`config.mk`:
```
export PLATFORM = sky130hd
export DESIGN_NAME = fetch_ucode_core
export DESIGN_NICKNAME = d
export VERILOG_FILES = /design/src/rtl/fetch_pkg.sv /design/src/rtl/fetch_ucode_rom.sv /design/src/rtl/fetch_useq.sv /design/src/rtl/fetch_rf.sv /design/src/rtl/fetch_alu.sv /design/src/rtl/fetch_ucode_core.sv
export SDC_FILE = /design/constraint.sdc
export NUM_CORES = 1
export LEC_CHECK = 0
export BUFFER_PORTS_ARGS = -buffer_cell sky130_fd_sc_hd__buf_2
export CAP_MARGIN = 10
export CORE_MARGIN = 2
export CORE_UTILIZATION = 25
export CTS_BUF_LIST = sky130_fd_sc_hd__clkbuf_2
export DETAILED_ROUTE_END_ITERATION = 12
export PLACE_DENSITY = 0.4
export REMOVE_ABC_BUFFERS = 1
export SYNTH_ARGS = -nofsm -noshare
export SYNTH_HDL_FRONTEND = slang
export SYNTH_SLANG_ARGS = --single-unit
```
`constraint.sdc`:
```
create_clock -name clk -period 4.35 [get_ports clk]
set_input_delay 0.2175 -clock clk [delete_from_list [all_inputs] [get_ports clk]]
set_output_delay 0.2175 -clock clk [all_outputs]
set_load 0.01 [all_outputs]
```
`src/rtl/fetch_pkg.sv`:
```
package fetch_pkg;

    localparam int unsigned DATA_W = 12;
    localparam int unsigned UPC_W  = 8;
    localparam int unsigned RF_N   = 8;
    localparam int unsigned RF_IW  = $clog2(RF_N);
    localparam int unsigned KT_N   = 16;
    localparam int unsigned KT_IW  = $clog2(KT_N);

    // register file slots
    localparam logic [RF_IW-1:0] RF_PC     = RF_IW'(1);
    localparam logic [RF_IW-1:0] RF_LASTPC = RF_IW'(2);
    localparam logic [RF_IW-1:0] RF_MB     = RF_IW'(5);

    // microprogram addresses
    localparam logic [UPC_W-1:0] UA_RUN  = UPC_W'(0);
    localparam logic [UPC_W-1:0] UA_INC  = UPC_W'(1);
    localparam logic [UPC_W-1:0] UA_IR   = UPC_W'(2);
    localparam logic [UPC_W-1:0] UA_END  = UPC_W'(4);
    localparam logic [UPC_W-1:0] UA_IRQ  = UPC_W'(5);
    localparam logic [UPC_W-1:0] UA_HALT = UPC_W'(8);
    localparam logic [UPC_W-1:0] UA_EXEC = UPC_W'(32);

    typedef enum logic [2:0] {
        CC_NEVER,
        CC_ALWAYS,
        CC_RUN_LOW,
        CC_RUN_HIGH,
        CC_NO_IRQ
    } cond_e;

    typedef enum logic {
        ELSE_NEXT,
        ELSE_HOLD
    } else_e;

    typedef enum logic [1:0] {
        OP_ZERO,
        OP_PASS_A,
        OP_PASS_D,
        OP_ADD
    } alu_op_e;

    typedef enum logic [1:0] {
        DSRC_NONE,
        DSRC_MEM,
        DSRC_CONST
    } dsrc_e;

    typedef enum logic [1:0] {
        CTL_NONE,
        CTL_LD_MAR,
        CTL_LD_IR,
        CTL_MEM_WR
    } ctl_e;

    typedef struct packed {
        cond_e              cc;
        else_e              els;
        logic [UPC_W-1:0]   target;
        logic [RF_IW-1:0]   a_sel;
        alu_op_e            op;
        dsrc_e              dsrc;
        logic [KT_IW-1:0]   k_sel;
        logic               rf_we;
        logic [RF_IW-1:0]   rf_dst;
        ctl_e               ctl;
    } uword_t;

    function automatic uword_t mk_uw(
        input cond_e            cc,
        input else_e            els,
        input logic [UPC_W-1:0] target,
        input logic [RF_IW-1:0] a_sel,
        input alu_op_e          op,
        input dsrc_e            dsrc,
        input logic [KT_IW-1:0] k_sel,
        input logic             rf_we,
        input logic [RF_IW-1:0] rf_dst,
        input ctl_e             ctl
    );
        uword_t w;
        w.cc     = cc;
        w.els    = els;
        w.target = target;
        w.a_sel  = a_sel;
        w.op     = op;
        w.dsrc   = dsrc;
        w.k_sel  = k_sel;
        w.rf_we  = rf_we;
        w.rf_dst = rf_dst;
        w.ctl    = ctl;
        return w;
    endfunction

    // constant table: entry 0 is zero, entry k is a single bit at k-1
    function automatic logic [DATA_W-1:0] const_word(input logic [KT_IW-1:0] k);
        logic [DATA_W-1:0] v;
        v = '0;
        if (k != '0 && int'(k) <= int'(DATA_W))
            v[int'(k) - 1] = 1'b1;
        return v;
    endfunction

endpackage

```
`src/rtl/fetch_ucode_rom.sv`:
```
module fetch_ucode_rom
    import fetch_pkg::*;
(
    input  logic [UPC_W-1:0] addr,
    output uword_t           uw
);

    always_comb begin
        case (addr)
            UA_RUN:  uw = mk_uw(CC_RUN_LOW, ELSE_NEXT, UA_HALT, RF_PC, OP_PASS_A,
                                DSRC_NONE, '0, 1'b1, RF_LASTPC, CTL_LD_MAR);
            UA_INC:  uw = mk_uw(CC_NEVER, ELSE_NEXT, '0, RF_PC, OP_ADD,
                                DSRC_CONST, KT_IW'(1), 1'b1, RF_PC, CTL_NONE);
            UA_IR:   uw = mk_uw(CC_ALWAYS, ELSE_NEXT, UA_EXEC, '0, OP_PASS_D,
                                DSRC_MEM, '0, 1'b1, RF_MB, CTL_LD_IR);
            UA_END:  uw = mk_uw(CC_NO_IRQ, ELSE_NEXT, UA_RUN, '0, OP_ZERO,
                                DSRC_NONE, '0, 1'b0, '0, CTL_LD_MAR);
            UA_IRQ:  uw = mk_uw(CC_ALWAYS, ELSE_NEXT, UA_END, '0, OP_ZERO,
                                DSRC_NONE, '0, 1'b0, '0, CTL_NONE);
            UA_HALT: uw = mk_uw(CC_RUN_HIGH, ELSE_HOLD, UA_RUN, '0, OP_ZERO,
                                DSRC_NONE, '0, 1'b0, '0, CTL_NONE);
            UA_EXEC: uw = mk_uw(CC_ALWAYS, ELSE_NEXT, UA_END, '0, OP_ZERO,
                                DSRC_NONE, '0, 1'b0, '0, CTL_NONE);
            default: uw = mk_uw(CC_ALWAYS, ELSE_NEXT, UA_RUN, '0, OP_ZERO,
                                DSRC_NONE, '0, 1'b0, '0, CTL_NONE);
        endcase
    end

endmodule

```
`src/rtl/fetch_useq.sv`:
```
module fetch_useq
    import fetch_pkg::*;
(
    input  logic             clk,
    input  logic             rst,
    input  cond_e            cc,
    input  else_e            els,
    input  logic [UPC_W-1:0] target,
    input  logic             run,
    input  logic             irq,
    output logic [UPC_W-1:0] upc
);

    logic             taken;
    logic [UPC_W-1:0] upc_nxt;

    always_comb begin
        case (cc)
            CC_ALWAYS:   taken = 1'b1;
            CC_RUN_LOW:  taken = !run;
            CC_RUN_HIGH: taken = run;
            CC_NO_IRQ:   taken = !irq;
            default:     taken = 1'b0;
        endcase
    end

    always_comb begin
        if (taken)
            upc_nxt = target;
        else if (els == ELSE_HOLD)
            upc_nxt = upc;
        else
            upc_nxt = upc + UPC_W'(1);
    end

    always_ff @(posedge clk) begin
        if (rst)
            upc <= '0;
        else
            upc <= upc_nxt;
    end

endmodule

```
`src/rtl/fetch_rf.sv`:
```
module fetch_rf #(
    parameter int unsigned W     = 12,
    parameter int unsigned N     = 8,
    parameter int unsigned IW    = $clog2(N),
    parameter int unsigned TAP_A = 1,
    parameter int unsigned TAP_B = 2,
    parameter int unsigned TAP_C = 5
) (
    input  logic          clk,
    input  logic          rst,
    input  logic          we,
    input  logic [IW-1:0] waddr,
    input  logic [W-1:0]  wdata,
    input  logic [IW-1:0] raddr,
    output logic [W-1:0]  rdata,
    output logic [W-1:0]  tap_a,
    output logic [W-1:0]  tap_b,
    output logic [W-1:0]  tap_c
);

    logic [W-1:0] regs [N];

    for (genvar i = 0; i < N; i++) begin : g_reg
        always_ff @(posedge clk) begin
            if (rst)
                regs[i] <= '0;
            else if (we && waddr == IW'(i))
                regs[i] <= wdata;
        end
    end

    assign rdata = regs[raddr];
    assign tap_a = regs[TAP_A];
    assign tap_b = regs[TAP_B];
    assign tap_c = regs[TAP_C];

endmodule

```
`src/rtl/fetch_alu.sv`:
```
module fetch_alu
    import fetch_pkg::*;
#(
    parameter int unsigned W = DATA_W
) (
    input  alu_op_e      op,
    input  logic [W-1:0] a,
    input  logic [W-1:0] d,
    output logic [W-1:0] y
);

    always_comb begin
        case (op)
            OP_PASS_A: y = a;
            OP_PASS_D: y = d;
            OP_ADD:    y = a + d;
            default:   y = '0;
        endcase
    end

endmodule

```
`src/rtl/fetch_ucode_core.sv`:
```
module fetch_ucode_core
    import fetch_pkg::*;
(
    input  logic              clk,
    input  logic              rst,
    input  logic              run_i,
    input  logic              irq_i,
    input  logic [DATA_W-1:0] mem_rdata_i,
    output logic [DATA_W-1:0] mem_addr_o,
    output logic [DATA_W-1:0] mem_wdata_o,
    output logic              mem_we_o,
    output logic [UPC_W-1:0]  upc_o,
    output logic [DATA_W-1:0] pc_o,
    output logic [DATA_W-1:0] lastpc_o,
    output logic [DATA_W-1:0] mb_o,
    output logic [DATA_W-1:0] ir_o,
    output logic              halted_o
);

    logic [UPC_W-1:0]  upc;
    uword_t            uw;
    logic [DATA_W-1:0] a_val;
    logic [DATA_W-1:0] d_val;
    logic [DATA_W-1:0] alu_y;
    logic [DATA_W-1:0] mar_q;
    logic [DATA_W-1:0] ir_q;

    fetch_ucode_rom u_rom (
        .addr (upc),
        .uw   (uw)
    );

    fetch_useq u_seq (
        .clk    (clk),
        .rst    (rst),
        .cc     (uw.cc),
        .els    (uw.els),
        .target (uw.target),
        .run    (run_i),
        .irq    (irq_i),
        .upc    (upc)
    );

    always_comb begin
        case (uw.dsrc)
            DSRC_MEM:   d_val = mem_rdata_i;
            DSRC_CONST: d_val = const_word(uw.k_sel);
            default:    d_val = '0;
        endcase
    end

    fetch_alu #(.W(DATA_W)) u_alu (
        .op (uw.op),
        .a  (a_val),
        .d  (d_val),
        .y  (alu_y)
    );

    fetch_rf #(
        .W     (DATA_W),
        .N     (RF_N),
        .IW    (RF_IW),
        .TAP_A (int'(RF_PC)),
        .TAP_B (int'(RF_LASTPC)),
        .TAP_C (int'(RF_MB))
    ) u_rf (
        .clk   (clk),
        .rst   (rst),
        .we    (uw.rf_we),
        .waddr (uw.rf_dst),
        .wdata (alu_y),
        .raddr (uw.a_sel),
        .rdata (a_val),
        .tap_a (pc_o),
        .tap_b (lastpc_o),
        .tap_c (mb_o)
    );

    always_ff @(posedge clk) begin
        if (rst) begin
            mar_q <= '0;
            ir_q  <= '0;
        end else begin
            if (uw.ctl == CTL_LD_MAR) mar_q <= alu_y;
            if (uw.ctl == CTL_LD_IR)  ir_q  <= alu_y;
        end
    end

    assign mem_addr_o  = mar_q;
    assign mem_wdata_o = alu_y;
    assign mem_we_o    = (uw.ctl == CTL_MEM_WR);
    assign ir_o        = ir_q;
    assign upc_o       = upc;
    assign halted_o    = (upc == UA_HALT);

endmodule

```
==> summary.txt <==
Logic synthesis
  – Largest family of logic cells by synthesized area: compound AO/OA/AOI/OAI gates
  – Cells after Synth: ~370
  – Adder-cell share of the synthesized area: 0.0594
  – Leading area contributor after synthesis: edfxtp_1
  – Compound-Gate Fraction of Synth Area: 0.151
  – Mean Syn Cell Area: about 11 µm²
  – Mux share of post-synthesis cell area: 0.0406
  – Ys Warns: 0
  – Most numerous cell in the Yosys netlist: nor2_1
  – Top post-synthesis cells by area: edfxtp_1 37%, dfxtp_1 16%, nor2_1 6.2%, ha_1 5.4%, mux2_2 3.2%
  – Main synth FF type: edfxtp_1
  – Post-synth EDFFs: 48
  – FFs w/ async S/R, synth: 0
  – Commonest cells post-synth: 65 x nor2_1, 48 x edfxtp_1, 32 x dfxtp_1
  – Simple-gate area share of the yosys netlist: 0.148
  – Mapped Area: ~0.004 mm²
  – Register area share after synthesis: 0.531
  – Seq cells post-synth: 80
  – Post-Synth XOR/XNOR Area: 0.0313
  – Netlist cell types: 53
  – Yosys top cell area share: 0.368

Placed design
  – Placed Cells: around 680
  – Place WS: around 250 ps
  – DP Area: roughly 0.0047 mm²
  – GPL Wtd Cong: ~0.87
  – Port bufs: between 90 and 100
  – Dpl hpwl: about 8.2 mm

Die
  – DIE WIDTH: 129 µm
  – Initial Utilization: 0.257
  – Die Area: around 0.017 mm²
  – CORE AREA: about 0.015 mm²
  – I/O Pins: between 90 and 100
  – Site Rows: 45
  – Die H: 129 µm

Run
  – Maxcap violations: 0

Clock network
  – Clock Path Buffers: 2
  – H-tree lvl count: 3
  – Clk Latency, worst-skew pair: between 500 and 600 ps
  – Clock sink count: 80
  – Num CTS Buffers: 9
  – Reg clk slew, reported paths: about 230 ps
  – Clk root buf: clkbuf_2
  – CTS tree: built
  – Cts hold-fix bufs: 0

Timing
  – Relative slew slack: 0.251
  – Worst setup margin: ~190 ps
  – Final setup violation count: 0
  – Highest clock rate: around 0.24 GHz
  – Final Max Tran Viols: 0
  – Hold slack: roughly 240 ps
  – Hold Vio Cnt, Final: 0
  – RSZ-0062 raised after global routing: yes
  – Worst Clk Skew: about 32 ps
  – Period minus WS final: 4160 ps
  – Slew @ Worst Pin: 1120 ps
  – Tcrit/Tclk final: 0.957

Cells and area
  – Seq. cell area: between 0.002 and 0.0025 mm²
  – FILL cells: 1589
  – Multi-input gate area in the final layout: roughly 0.0019 mm²
  – Nets@finish: 526
  – Fin cells: a little over 700
  – Share of cells above drive strength 1: 0.374
  – Design area: between 0.005 and 0.006 mm²
  – Layout Area Growth over Synthesis: 30.4%

Global route
  – Initial antenna violation count: 1
  – Global-route usage over all layers: 0.141
  – Vias in the first global route: around 3100
  – Global-route wire length before repair: between 15 and 20 mm
  – Largest net degree at the start of global routing: 34
  – Global route overflow: 0

Outcome
  – Outcome: complete, no violations

Routing
  – DRC Markers: 0
  – DR iter-0 viols: 100
  – WL final: approximately 12 mm
  – Vias after detailed routing: around 3100
  – Antenna viol nets, final: 0
  – Vias per cell: 4.41
  – Drt pass-1 iters: 4
  – DR WL/cell: 16.3 µm

Setup path
  – Crit path kind: reg -> out
  – Crit Path Max Fanout: 6
  – Critical Path RT: 4130 ps
  – Crit. Startpoint: u_seq.upc[3]$_SDFFE_PP0P_
  – WP data arrival: about 4000 ps
  – Reg2reg path depth: 14
  – Startpoint Class: flip-flop
  – Worst r2r src: u_seq.upc[3]$_SDFFE_PP0P_
  – Worst Setup End Kind: output pin

Min path
  – Worst Hold Class: in -> reg
  – Worst hold path depth: 4
  – Hold path startpoint: mem_rdata_i[4]

Power and ir drop
  – Cell area power density: around 290 mW/mm²
  – Post-route total power: 1490 µW
  – P_leak: 0.00227 µW
  – VDD IR max: 0.145 mV
## kinds of logic after synthesis
kind of cell,count (synthesis)
AND/OR/NAND/NOR,116
AO/OA/AOI/OAI,84
flip-flops,80
buffers and inverters,39
adder cells (fa/ha/maj),18
XOR/XNOR,14
multiplexers,14
other,1
## registers in the layout (all words and copies together) (netlist names)
register,cells
ir_o,12
mem_addr_o,12
u_rf.regs,48
u_seq.upc,8
## cells in the final DEF (no fill, tap or decap), types with 4 or more instances in the layout
master and instances:
a22o_1 5, ha_4 4, conb_1 15, nor2b_1 5, o21ai_0 10, a21oi_1 11
mux2_2 11, nor2_1 65, buf_2 97, xnor2_1 8, clkbuf_2 11, and2_1 11
nand2_1 10, nor3_1 5, a21oi_2 10, xor2_1 6, edfxtp_1 48, buf_4 17
a21o_1 11, dfxtp_1 28, a22oi_1 6, a211oi_1 12, ha_1 10, inv_1 20
## critical path, cell delays in order, from the launching register on
cell and delay [ps]:
dfxtp_4 410, nor4_4 340, nor4b_4 330, buf_4 170, mux2_2 330, ha_2 200
fa_2 400, a211oi_2 250, o211ai_1 130, a21bo_2 210, xor2_1 150, a21oi_2 260
inv_1 70, buf_2 140
## cell type report
cell class                 count  area share
sequential                    80       0.410
multi-input combinational    261       0.366
timing repair buffer         117       0.128
tap                          211      0.0517
inverter                      23      0.0169
clock inverter                 5      0.0162
clock buffer                  11      0.0108
antenna                        1    0.000490
## per-stage QoR
step           TNS, ps  utilization
4_1_cts              0        0.325
3_3_place_gp         0        0.308
5_1_grt          -86.6        0.335
3_5_place_dp         0        0.308
6_report             0        0.335
2_1_floorplan        0            -
## per-layer routing
layer	part of all wire	up-vias	GRT usage
li1	-	1543	-
met1	0.46	1488	0.183
met2	0.48	78	0.224
met3	0.037	19	0.0281
met4	0.027	0	0.0710
met5	0	-	0
## power breakdown
group          switching (µW)  total (µW)  internal, µW
logic                    96.2         165          68.4
registers                15.3         847           832
clock network             284         480           196
## final timing paths
path	endpoint	slack [ps]
min	u_rf.regs[2][4]$_SDFFCE_PN0P_	240
max	mem_wdata_o[8]	190
max reg2reg	u_rf.regs[5][10]$_SDFFCE_PN0P_	770
min reg2reg	ir_o[7]$_SDFFE_PP0N_	480
## what timing repair did
item                                    in CTS  in global routing
buffers inserted                             6                  7
resized for setup                           15                 22
endpoints found under the setup margin       7                  9
pin swaps                                    5                  9
gates cloned                                 0                  0
(Power assumes the default switching activity.)
